### config.mk
export PLATFORM = sky130hd
export DESIGN_NAME = keyed_watchdog
export DESIGN_NICKNAME = d
export VERILOG_FILES = /design/src/rtl/kwd_pkg.sv /design/src/rtl/kwd_prescaler.sv /design/src/rtl/kwd_rate_reg.sv /design/src/rtl/kwd_service.sv /design/src/rtl/kwd_timeout.sv /design/src/rtl/keyed_watchdog.sv
export SDC_FILE = /design/constraint.sdc
export NUM_CORES = 1
export LEC_CHECK = 0
export BUFFER_PORTS_ARGS = -buffer_cell sky130_fd_sc_hd__buf_2
export CAP_MARGIN = 20
export CORE_AREA = 2 2 71 73
export CTS_CLUSTER_DIAMETER = 40
export DETAILED_ROUTE_END_ITERATION = 10
export DIE_AREA = 0 0 73 75
export MAX_ROUTING_LAYER = met4
export PLACE_DENSITY = 0.51
export SYNTH_ARGS = -nofsm -noshare
export SYNTH_HDL_FRONTEND = slang
export SYNTH_SLANG_ARGS = --single-unit
export TNS_END_PERCENT = 50
### constraint.sdc
create_clock -name clk -period 3.7 [get_ports clk]
set_input_delay 0.37 -clock clk [delete_from_list [all_inputs] [get_ports clk]]
set_output_delay 0.37 -clock clk [all_outputs]
set_load 0.1 [all_outputs]
### src/rtl/kwd_pkg.sv
`timescale 1ns/1ps
package kwd_pkg;
  localparam int RATE_W = 2;
  localparam logic [7:0] KEY_ARM  = 8'h55;
  localparam logic [7:0] KEY_FIRE = 8'hAA;

  typedef logic [RATE_W-1:0] rate_t;

  // Each rate step multiplies the tick factor by four.
  function automatic int unsigned rate_factor(input rate_t r);
    return 32'd1 << (2 * int'(r));
  endfunction
endpackage

### src/rtl/kwd_prescaler.sv
`timescale 1ns/1ps
module kwd_prescaler #(
  parameter int W = 15
) (
  input  logic clk,
  input  logic rst,
  input  logic step,
  input  logic clr,
  output logic tick
);
  logic [W-1:0] cnt_q;

  always_ff @(posedge clk) begin
    if (rst || clr) cnt_q <= '0;
    else if (step)  cnt_q <= cnt_q + 1'b1;
  end

  // Carry out of the last stage.
  assign tick = step && (cnt_q == '1);
endmodule

### src/rtl/kwd_rate_reg.sv
`timescale 1ns/1ps
module kwd_rate_reg
  import kwd_pkg::*;
#(
  parameter int LOCK_CYCLES = 64
) (
  input  logic  clk,
  input  logic  rst,
  input  logic  bus_en,
  input  logic  wr,
  input  rate_t wdata,
  input  logic  test_mode,
  output rate_t rate_q
);
  localparam int WIN_W = $clog2(LOCK_CYCLES + 1);
  localparam logic [WIN_W-1:0] WIN_END = WIN_W'(LOCK_CYCLES);

  logic [WIN_W-1:0] win_q;
  logic             done_q;
  logic             open;

  always_ff @(posedge clk) begin
    if (rst)                            win_q <= '0;
    else if (bus_en && win_q != WIN_END) win_q <= win_q + 1'b1;
  end

  assign open = test_mode || (!done_q && (win_q < WIN_END));

  always_ff @(posedge clk) begin
    if (rst) begin
      rate_q <= '0;
      done_q <= 1'b0;
    end else if (wr && open) begin
      rate_q <= wdata;
      done_q <= 1'b1;
    end
  end
endmodule

### src/rtl/kwd_service.sv
`timescale 1ns/1ps
module kwd_service
  import kwd_pkg::*;
(
  input  logic       clk,
  input  logic       rst,
  input  logic       wr,
  input  logic [7:0] wdata,
  output logic       clear
);
  logic armed_q;

  assign clear = wr && armed_q && (wdata == KEY_FIRE);

  always_ff @(posedge clk) begin
    if (rst) armed_q <= 1'b0;
    else if (wr) begin
      if (wdata == KEY_ARM)       armed_q <= 1'b1;
      else if (wdata == KEY_FIRE) armed_q <= 1'b0;
    end
  end
endmodule

### src/rtl/kwd_timeout.sv
`timescale 1ns/1ps
module kwd_timeout #(
  parameter int CNT_W = 7
) (
  input  logic             clk,
  input  logic             rst,
  input  logic             tick,
  input  logic             svc_clr,
  input  logic [CNT_W-1:0] factor,
  input  logic             mask,
  output logic             expire,
  output logic             pulse_q
);
  logic [CNT_W-1:0] cnt_q;

  // A service clear on the same clock takes precedence over expiry.
  assign expire = tick && (cnt_q == factor) && !svc_clr;

  always_ff @(posedge clk) begin
    if (rst || svc_clr || expire) cnt_q <= '0;
    else if (tick)                cnt_q <= cnt_q + 1'b1;
  end

  always_ff @(posedge clk) begin
    if (rst) pulse_q <= 1'b0;
    else     pulse_q <= expire && !mask;
  end
endmodule

### src/rtl/keyed_watchdog.sv
`timescale 1ns/1ps
module keyed_watchdog
  import kwd_pkg::*;
#(
  parameter int PRESCALE_W  = 15,
  parameter int LOCK_CYCLES = 64,
  parameter int ADDR_W      = 2,
  parameter int RATE_ADDR   = 0,
  parameter int SVC_ADDR    = 1
) (
  input  logic              clk,
  input  logic              rst,
  input  logic              bus_en,
  input  logic              wr_en,
  input  logic [ADDR_W-1:0] wr_addr,
  input  logic [7:0]        wr_data,
  input  logic              cfg_enable,
  input  logic              test_mode,
  input  logic              hold_off,
  output logic              wd_reset,
  output logic [1:0]        rate_sel
);
  localparam int MAX_FACTOR = 1 << (2 * ((1 << RATE_W) - 1));
  localparam int CNT_W      = $clog2(MAX_FACTOR + 1);

  logic             run_q;
  logic             step, tick, expire, svc_clr;
  logic             wr_rate, wr_svc;
  rate_t            rate_q;
  logic [CNT_W-1:0] factor;

  always_ff @(posedge clk) begin
    if (rst) run_q <= cfg_enable;
  end

  assign step    = bus_en && run_q;
  assign wr_rate = wr_en && (wr_addr == ADDR_W'(RATE_ADDR));
  assign wr_svc  = wr_en && (wr_addr == ADDR_W'(SVC_ADDR));
  assign factor  = CNT_W'(rate_factor(rate_q));

  kwd_prescaler #(.W(PRESCALE_W)) u_pre (
    .clk(clk), .rst(rst), .step(step), .clr(expire), .tick(tick)
  );

  kwd_rate_reg #(.LOCK_CYCLES(LOCK_CYCLES)) u_rate (
    .clk(clk), .rst(rst), .bus_en(bus_en), .wr(wr_rate),
    .wdata(rate_t'(wr_data[RATE_W-1:0])), .test_mode(test_mode), .rate_q(rate_q)
  );

  kwd_service u_svc (
    .clk(clk), .rst(rst), .wr(wr_svc), .wdata(wr_data), .clear(svc_clr)
  );

  kwd_timeout #(.CNT_W(CNT_W)) u_tmo (
    .clk(clk), .rst(rst), .tick(tick), .svc_clr(svc_clr), .factor(factor),
    .mask(test_mode && hold_off), .expire(expire), .pulse_q(wd_reset)
  );

  assign rate_sel = rate_q;
endmodule

Word level (Yosys, flattened, before mapping)
Index checks and enable logic that the tools add are counted.
- bits in registers: 35
- output and inout port bits: 3
- logic and storage cells: 44
- add/sub/neg operators: 3
- magnitude comparators: 1
- eq/ne operators: 6
- shift-type cells: 1
- muxes and demuxes: 2
- reduce and logical (&&, ||, !) cells: 23
- operators with widths (operator ; count):
    $add 15x1->15 const B ; 1
    $eq 15x15->1 const B ; 1
    $add 7x1->7 const B ; 2
    $logic_and 1x1->1 ; 13
    $eq 8x7->1 const B ; 1
    $eq 8x8->1 const B ; 1
    $eq 7x7->1 ; 1
    $lt 7x7->1 const B ; 1
    $ne 7x7->1 const B ; 1
    $shl 1x3->7 const A ; 1
    $logic_or 1x1->1 ; 4
    $logic_not 1->1 ; 3
    $eq 2x1->1 const B ; 1
    $logic_not 2->1 ; 1
    $mux 1 ; 2
    $reduce_and 2->1 ; 1
    $reduce_bool 2->1 ; 1

Logic depth before layout (Yosys ltp)
Gate-level depths: netlist (run 1).
- depth after elaboration: 7
- gate-level depth with buffers: 7

Cells and area by module
Synthesis (run 1) repeated with hierarchy kept, for this count alone.
- cell total of the unflattened synthesis: 211
- area, all modules: 1941.9 µm²
- by module, submodules not included (module ; instances ; cells each ; area each (µm²) ; sequential area each (µm²)):
    kwd_prescaler ; 1 ; 81 ; 703.2 ; 300.3
    kwd_timeout ; 1 ; 51 ; 531.8 ; 160.2
    kwd_rate_reg ; 1 ; 58 ; 521.8 ; 200.2
    kwd_service ; 1 ; 11 ; 96.3 ; 20.0
    keyed_watchdog ; 1 ; 10 ; 88.8 ; 30.0

Worst setup path before layout (run 1)
No wires, ideal clock.
- path kind: flip-flop to flip-flop
- start point: register u_rate.rate_q[1]
- end point: register u_pre.cnt_q[1]
- setup time: 136 ps
- arrival time: 2328 ps
- data required time: 3564 ps
- path slack: 1236 ps
- stages on the path, launching flop included: 6
- buffers on the path: 0
- period minus slack after synthesis: 2464 ps
- cells stage by stage: dfxtp_1 > or4b_1 > o21ai_0 > a31oi_1 > o41ai_4 > nor3_2
- longest elaborated chain between the ends: 5
- RTL lines (element ; RTL line ; RTL):
    start: declaration ; kwd_rate_reg.sv:13 ; output rate_t rate_q
    start signal: assignment ; kwd_rate_reg.sv:34 ; rate_q <= wdata;
    $shl 1x3->7 ; kwd_pkg.sv:11 ; return 32'd1 << (2 * int'(r));
    $eq 7x7->1 ; kwd_timeout.sv:17 ; assign expire = tick && (cnt_q == factor) && !svc_clr;
    $logic_and 1x1->1 (2 in a row) ; kwd_timeout.sv:17 ;
    $logic_or 1x1->1 ; kwd_prescaler.sv:14 ; if (rst || clr) cnt_q <= '0;
    end signal: assignment ; kwd_prescaler.sv:15 ; else if (step) cnt_q <= cnt_q + 1'b1;
    end: declaration ; kwd_prescaler.sv:11 ; logic [W-1:0] cnt_q;
Every way passes these cells.
A chain may end at the register's enable or synchronous reset.

Worst setup path after layout (run 1)
- start point: register u_pre.cnt_q[0]
- end point: register u_pre.cnt_q[0]
- longest elaborated chain between the ends: 5
- RTL lines (element):
    parallel branches: the longest is 5 deep, another holds $add 15x1->15
Several ways; the timed one is not identified.

==> results of run 1 <==
## power by group through the flow
stage	registers (mW)	logic [mW]	clock network [mW]
floorplan	0.404	0.0272	0
global placement	0.400	0.0480	0
detailed placement	0.400	0.0500	0
CTS	0.391	0.0502	0.317
global route	0.392	0.0570	0.332
finish	0.391	0.0496	0.303
## kinds of logic (layout without fill, tap and decap cells)
kind of cell | count (synthesis) | count (layout) | share of synthesized area (%)
AND/OR/NAND/NOR | 93 | 93 | 30.4
multiplexers | 4 | 4 | 2.42
XOR/XNOR | 20 | 20 | 10.2
adder cells (fa/ha/maj) | 4 | 4 | 2.93
flip-flops | 35 | 35 | 41.6
AO/OA/AOI/OAI | 24 | 24 | 9.52
buffers and inverters | 13 | 35 | 2.93
## cells in the final DEF, fill, tap and decap left out, types with 2 or more instances in the layout
cell type	synthesis	routed
clkbuf_8	0	7
or4b_2	2	2
buf_2	1	19
nand4_1	7	7
a31oi_1	2	2
a21oi_1	10	10
mux2i_1	3	3
inv_1	8	8
ha_1	4	4
o21ai_0	4	4
nand3_1	5	5
o211ai_1	2	2
xnor2_1	8	8
and4_1	2	2
nor3_1	10	10
nand4b_1	3	3
or3_1	3	3
and2_1	3	3
and3_1	3	3
dfxtp_1	34	34
xor2_1	12	12
nand2_1	13	13
nor2_1	30	30
## per-layer routing
metal | up-vias | track usage [%] | routed length (um)
met5 | - | - | 0
met4 | 0 | 7.41 | 78
met3 | 8 | 3.75 | 103
met2 | 25 | 23.1 | 1510
met1 | 657 | 17.5 | 1550
li1 | 720 | - | -
## stage by stage
stage	total power [mW]	cells
after floorplan	0.431	193
after global placement	0.448	261
after detailed placement	0.450	261
after CTS	0.758	269
after global routing	0.781	269
final	0.744	269
## worst min-delay path by stage
stage,startpoint,end,slack [ns],cells past startpoint
final,cfg_enable,run_q,0.27,1
after global routing,cfg_enable,run_q,0.25,1
after CTS,cfg_enable,run_q,0.26,1
after detailed placement,u_rate.done_q,u_rate.done_q,0.44,2
after global placement,u_rate.done_q,u_rate.done_q,0.43,2
after floorplan,u_rate.done_q,u_rate.done_q,0.43,2
## area by class of cell
type                    count  share of cell area, %
clock buffers               7                   4.93
clock inverters             1                  0.384
well taps                  54                   3.45
repair buffers             19                   4.86
multi-input cells         145                   48.5
inverters                   8                   1.54
flip-flops and latches     35                   36.3
## flip-flops by register name, summed over array words and instances (netlist names)
signal         flops
u_tmo.cnt_q        7
u_rate.win_q       7
u_svc.armed_q      1
run_q              1
u_pre.cnt_q       15
u_tmo.pulse_q      1
u_rate.done_q      1
u_rate.rate_q      2
## cell usage after synthesis (all sizes together)
cell and instances:
and2 4, o31ai 1, o22ai 1, buf 1
edfxtp 1, dfxtp 34, or3 3, nand3b 1
nor4 2, nand3 5, xnor2 8, nand2b 1
nand4 8, mux2 1, a31oi 2, o2bb2ai 1
inv 8, and3 3, ha 4, mux2i 3
and4 2, nor3b 1, clkbuf 4, o21ai 4
nand4b 3, a21o 1, xor2 12, a21boi 1
nor3 11, o41ai 1, nor2 30, or4 1
a21oi 10, nand4bb 1, or4b 3, nand2 14
o211ai 2
## worst max-delay path: cells and delay by family (launching register included)
| family | cells | cell delay, ns |
|---|---|---|
| and+or+nand+nor | 4 | 0.97 |
| AOI/OAI and AO/OA | 1 | 0.62 |
| DFF | 1 | 0.36 |
| adders and majority gates | 1 | 0.21 |
==> results.toml, run 1 <==
[critical_path]
crit_required_ns = 3.86
crit_arrival_ns = 2.44
crit_start = "u_pre.cnt_q[0]"
r2r_slack_ns = 1.41
crit_chain = "ha_1 > nand4_2 > nor4_4 > nand2_4 > o41ai_4 > nor2_1"
path_class = "flop to flop"
r2r_start = "u_pre.cnt_q[0]"
timing.reg2reg.worst_path_depth = 6
critPathCaptureType = "flop"
cp_max_fo = 10
cp_slowest_cell = "o41ai_4"
startpoint_type = "flop"
crit_path_max_incr_delay_ns = 0.62
r2r-end = "u_pre.cnt_q[0]"
cp-endpoint = "u_pre.cnt_q[0]"

[pwr]
p_sw_share_pct = 22.8
peakVddDrop_v = 0.000239
comb_power_share_pct = 6.7
power.density_nw_per_um2 = 381
p_switching_uw = 170
p_clk_share_pct = 40.7
internal_power_uw = 574
cellLeakagePower_nw = 0.751
power_frac_seq_pct = 52.6

[routing]
via_count = 1410
wl_per_cell_um = 12.0
antenna_left = 0
avgViaCountPerCell = 5.24
drc_errors = 0
wl_um = 3240
drt-pass1-iter-count = 4
drt_iter0_markers = 61

[global_route]
gr-total-overflow = 0
grt_max_degree = 22
grt_pass1_wl_um = 6080
grtUsageTotal_pct = 14.7
grt_pass1_vias = 1400
antenna_found_initial = 0

[sta]
setup_ws_ns = 1.41
fmax_ghz = 0.437
tns_ns = 0
fin_worst_skew_ns = 0.00663
min_period_over_period_pct = 61.9
worst_pin_slew_ns = 0.616
maxSlewViolCount = 0
hold_viol = 0
hold_slack_ns = 0.266
setup_violations = 0
slew_headroom_pct = 58.6
rsz0062_at_grt = "false"
period_needed_ns = 2.29

[cts]
cts_hold_buf = 0
cts_setup_buffers = 0
ctsResizeCount = 0
clock_latency_ns = 0.28
clk_pin_slew_ns = 0.07
cts_tree = "yes"
numCtsBuffers = 5
cts.path.max_buffers = 2
cts_max_level = 2
cts-root-buf = "clkbuf_8"
clock-sinks = 35

[floorplan]
start_util_pct = 36.7
fp.dieH_um = 75
io_pins = 20
die_area_um2 = 5480
core_area_um2 = 4660
die_w_um = 73
rows = 25

[placement]
place_ws_ns = 1.39
dp_hpwl_um = 2430
io_buffers = 19
gp_congestion = 0.822
placed_area_um2 = 1850

[status]
status = "completed"

[cells_and_area]
nets = 235
fin_util_pct = 42.0
regArea_um2 = 711
fin_area_um2 = 1960
fillers = 472
layout-drive-gt1-share_pct = 16.7
syn_to_final_growth_pct = 14.4
multiInputGateArea_um2 = 948
n_antenna_cell = 0

[yosys]
synth_top_area_share_pct = 39.8
synth.avg_cell_area_um2 = 8.86
synthTopCellsByArea = "dfxtp_1 (40%), nor2_1 (6.6%), xor2_1 (6.1%), xnor2_1 (4.1%), a21oi_1 (2.9%)"
synth.largest_area_cell = "dfxtp_1"
synth.distinct_cells = 43
netlist_instances = 193
synth_warnings = 0
synth-seq-area-share_pct = 41.6
syn_area_um2 = 1710
yosys_register_bits = 35
synth_nets = 214

[min_path]
hold_class = "primary input to flop"

[run]
cap_violations = 0
No activity file was read; power rests on OpenSTA's default activity.
==> run 2, diff against run 1 <==
--- a/config.mk
+++ b/config.mk
@@ -12,7 +12,7 @@
 export DETAILED_ROUTE_END_ITERATION = 10
 export DIE_AREA = 0 0 73 75
 export MAX_ROUTING_LAYER = met4
-export PLACE_DENSITY = 0.51
+export PLACE_DENSITY = 0.53
 export SYNTH_ARGS = -nofsm -noshare
 export SYNTH_HDL_FRONTEND = slang
 export SYNTH_SLANG_ARGS = --single-unit
==> constraint.sdc (replaced) <==
create_clock -name clk -period 1.9 [get_ports clk]
set_input_delay 0.19 -clock clk [delete_from_list [all_inputs] [get_ports clk]]
set_output_delay 0.19 -clock clk [all_outputs]
set_load 0.1 [all_outputs]
==> run 2 against run 1 <==
Non-clock buffer count up 15. Hold slack got worse by 0.19 ns. Final cell count is 5.6% higher. Sequential share of layout area down 2.1 points. First-iteration DRC count decreased by 18%. Setup slack worse by 1.3 ns. Sequential cell count is the same. Total power is 94% higher. Clock-buffer cell count fell by 1. Die area stayed put. Critical path depth up 1. Sequential power up 95%. Highest routed layer unchanged.
==> results.toml, run 2 (same netlist as run 1, synthesis figures left out) <==
[cts]
cts-root-buf = "clkbuf_8"
numCtsBuffers = 5
clock-sinks = 35
cts_tree = "yes"
cts_max_level = 2
cts.path.max_buffers = 2
clk_pin_slew_ns = 0.07
clock_latency_ns = 0.29

[placement]
io_buffers = 19
placed_area_um2 = 1990
place_ws_ns = -0.0133
gp_congestion = 0.797
dp_hpwl_um = 2580

[status]
status = "completed"

[critical_path]
cp_max_fo = 8
r2r-end = "u_pre.cnt_q[7]"
path_class = "flop to flop"
crit_path_max_incr_delay_ns = 0.37
cp_slowest_cell = "dfxtp_2"
critPathCaptureType = "flop"
r2r_start = "u_pre.cnt_q[1]"
crit_required_ns = 2.09
critPathTopFamily = "simple AND/OR/NAND/NOR gates"
crit_chain = "ha_4 > nand4_4 > nor4_4 > nand2_4 > o41ai_4 > buf_4 > nor2_1"
timing.reg2reg.worst_path_depth = 7
crit_buf_inv = 1
r2r_slack_ns = 0.13
startpoint_type = "flop"
crit_arrival_ns = 1.95

[sta]
hold_slack_ns = 0.0716
period_needed_ns = 1.77
min_period_over_period_pct = 93.0
worst_pin_slew_ns = 0.686
maxSlewViolCount = 0
hold_viol = 0
slew_headroom_pct = 54.1
setup_violations = 0
rsz0062_at_grt = "false"
fin_worst_skew_ns = 0.00686
fmax_ghz = 0.566
setup_ws_ns = 0.134

[cells_and_area]
top_register = "u_pre.cnt_q"
top_regs = "u_pre.cnt_q x15, u_rate.win_q x7, u_tmo.cnt_q x7"
syn_to_final_growth_pct = 22.7
mostFrequentLayoutCells = "nor2_1 (30), dfxtp_1 (30), buf_2 (19)"
largest_reg_flops = 15
nets = 250
n_antenna_cell = 0
fin_area_um2 = 2100
layout-drive-gt1-share_pct = 24.8

[floorplan]
die_area_um2 = 5480
start_util_pct = 36.7
die_w_um = 73
io_pins = 20
core_area_um2 = 4660
fp.dieH_um = 75
rows = 25

[global_route]
grt_pass1_vias = 1326
grtUsageTotal_pct = 14.4
antenna_found_initial = 0
gr-total-overflow = 0
grt_pass1_wl_um = 5760
grt_max_degree = 13

[routing]
routedLengthMet1_um = 1690
antenna_left = 0
drt_iter0_markers = 50
via_count = 1407
avgViaCountPerCell = 4.95
met3_length_um = 87
highest_layer = "met4"
dr_wl_met2_um = 1550
wl_um = 3400
drt-pass1-iter-count = 4
drc_errors = 0
wl_per_cell_um = 12.0

[min_path]
whs_endpoint = "run_q"
hold_class = "primary input to flop"
hp-start = "cfg_enable"
hold_depth = 1

[pwr]
cellLeakagePower_nw = 0.824
power.density_nw_per_um2 = 689
finalPower_mw = 1.44
peakVddDrop_v = 0.000395

[run]
cap_violations = 0
==> run 2: changes by cell type in the layout (fill, tap and decap cells not counted), sizes merged <==
cell,previous run,this run
buf,19,34
clkbuf,7,6
clkinv,0,1
==> run 2: worst max-delay path by stage <==
| stage | startpoint | end | slack [ns] | depth (start not counted) |
|---|---|---|---|---|
| CTS | u_pre.cnt_q[1] | u_tmo.pulse_q | 0.05 | 7 |
| global route | u_pre.cnt_q[1] | u_pre.cnt_q[7] | 0.008 | 7 |
| floorplan | u_pre.cnt_q[1] | u_pre.cnt_q[0] | -0.05 | 6 |
| detailed placement | u_pre.cnt_q[1] | u_pre.cnt_q[3] | -0.01 | 6 |
| global placement | u_pre.cnt_q[1] | u_pre.cnt_q[11] | 0.05 | 6 |
| finish | u_pre.cnt_q[1] | u_pre.cnt_q[7] | 0.13 | 7 |
==> run 2: metrics by stage <==
stage	util (%)	instances	setup TNS, ns
global placement	42.6	275	0
floorplan	-	193	-0.403
CTS	44.9	284	0
detailed placement	42.6	275	-0.0241
finish	45.0	284	0
global route	45.0	284	0
==> run 2: repair_timing <==
action / CTS / global route
pin swaps: 1 / 0
gates resized for setup: 0 / 1
hold buffers: 0 / 0
setup endpoints to repair: 8 / 4
buffers inserted: 1 / 0
==> run 2: worst reg2reg max path: stages (launching register included) <==
cell and delay, ns:
dfxtp_2 0.37, ha_4 0.16, nand4_4 0.10, nor4_4 0.36, nand2_4 0.09, o41ai_4 0.32
buf_4 0.21, nor2_1 0.05
==> run 2: final cells by class <==
| cell class | count | area, um2 |
|---|---|---|
| sequential | 35 | 718 |
| fill | 498 | 2560 |
| inverter | 8 | 30.0 |
| clock buffer | 6 | 82.6 |
| clock inverter | 2 | 16.3 |
| tap | 54 | 67.6 |
| timing repair buffer | 34 | 208 |
| multi-input combinational | 145 | 975 |
==> run 2: power breakdown <==
group          switching (mW)  leakage (nW)  internal, mW
sequential             0.0124         0.287         0.750
combinational          0.0630         0.490        0.0509
clock                   0.272        0.0474         0.295
==> run 2: metal layers <==
layer	global-route usage, %	vias up
met3	3.61	7
met4	6.79	0
met1	17.4	629
met5	-	-
met2	22.6	19
li1	-	752
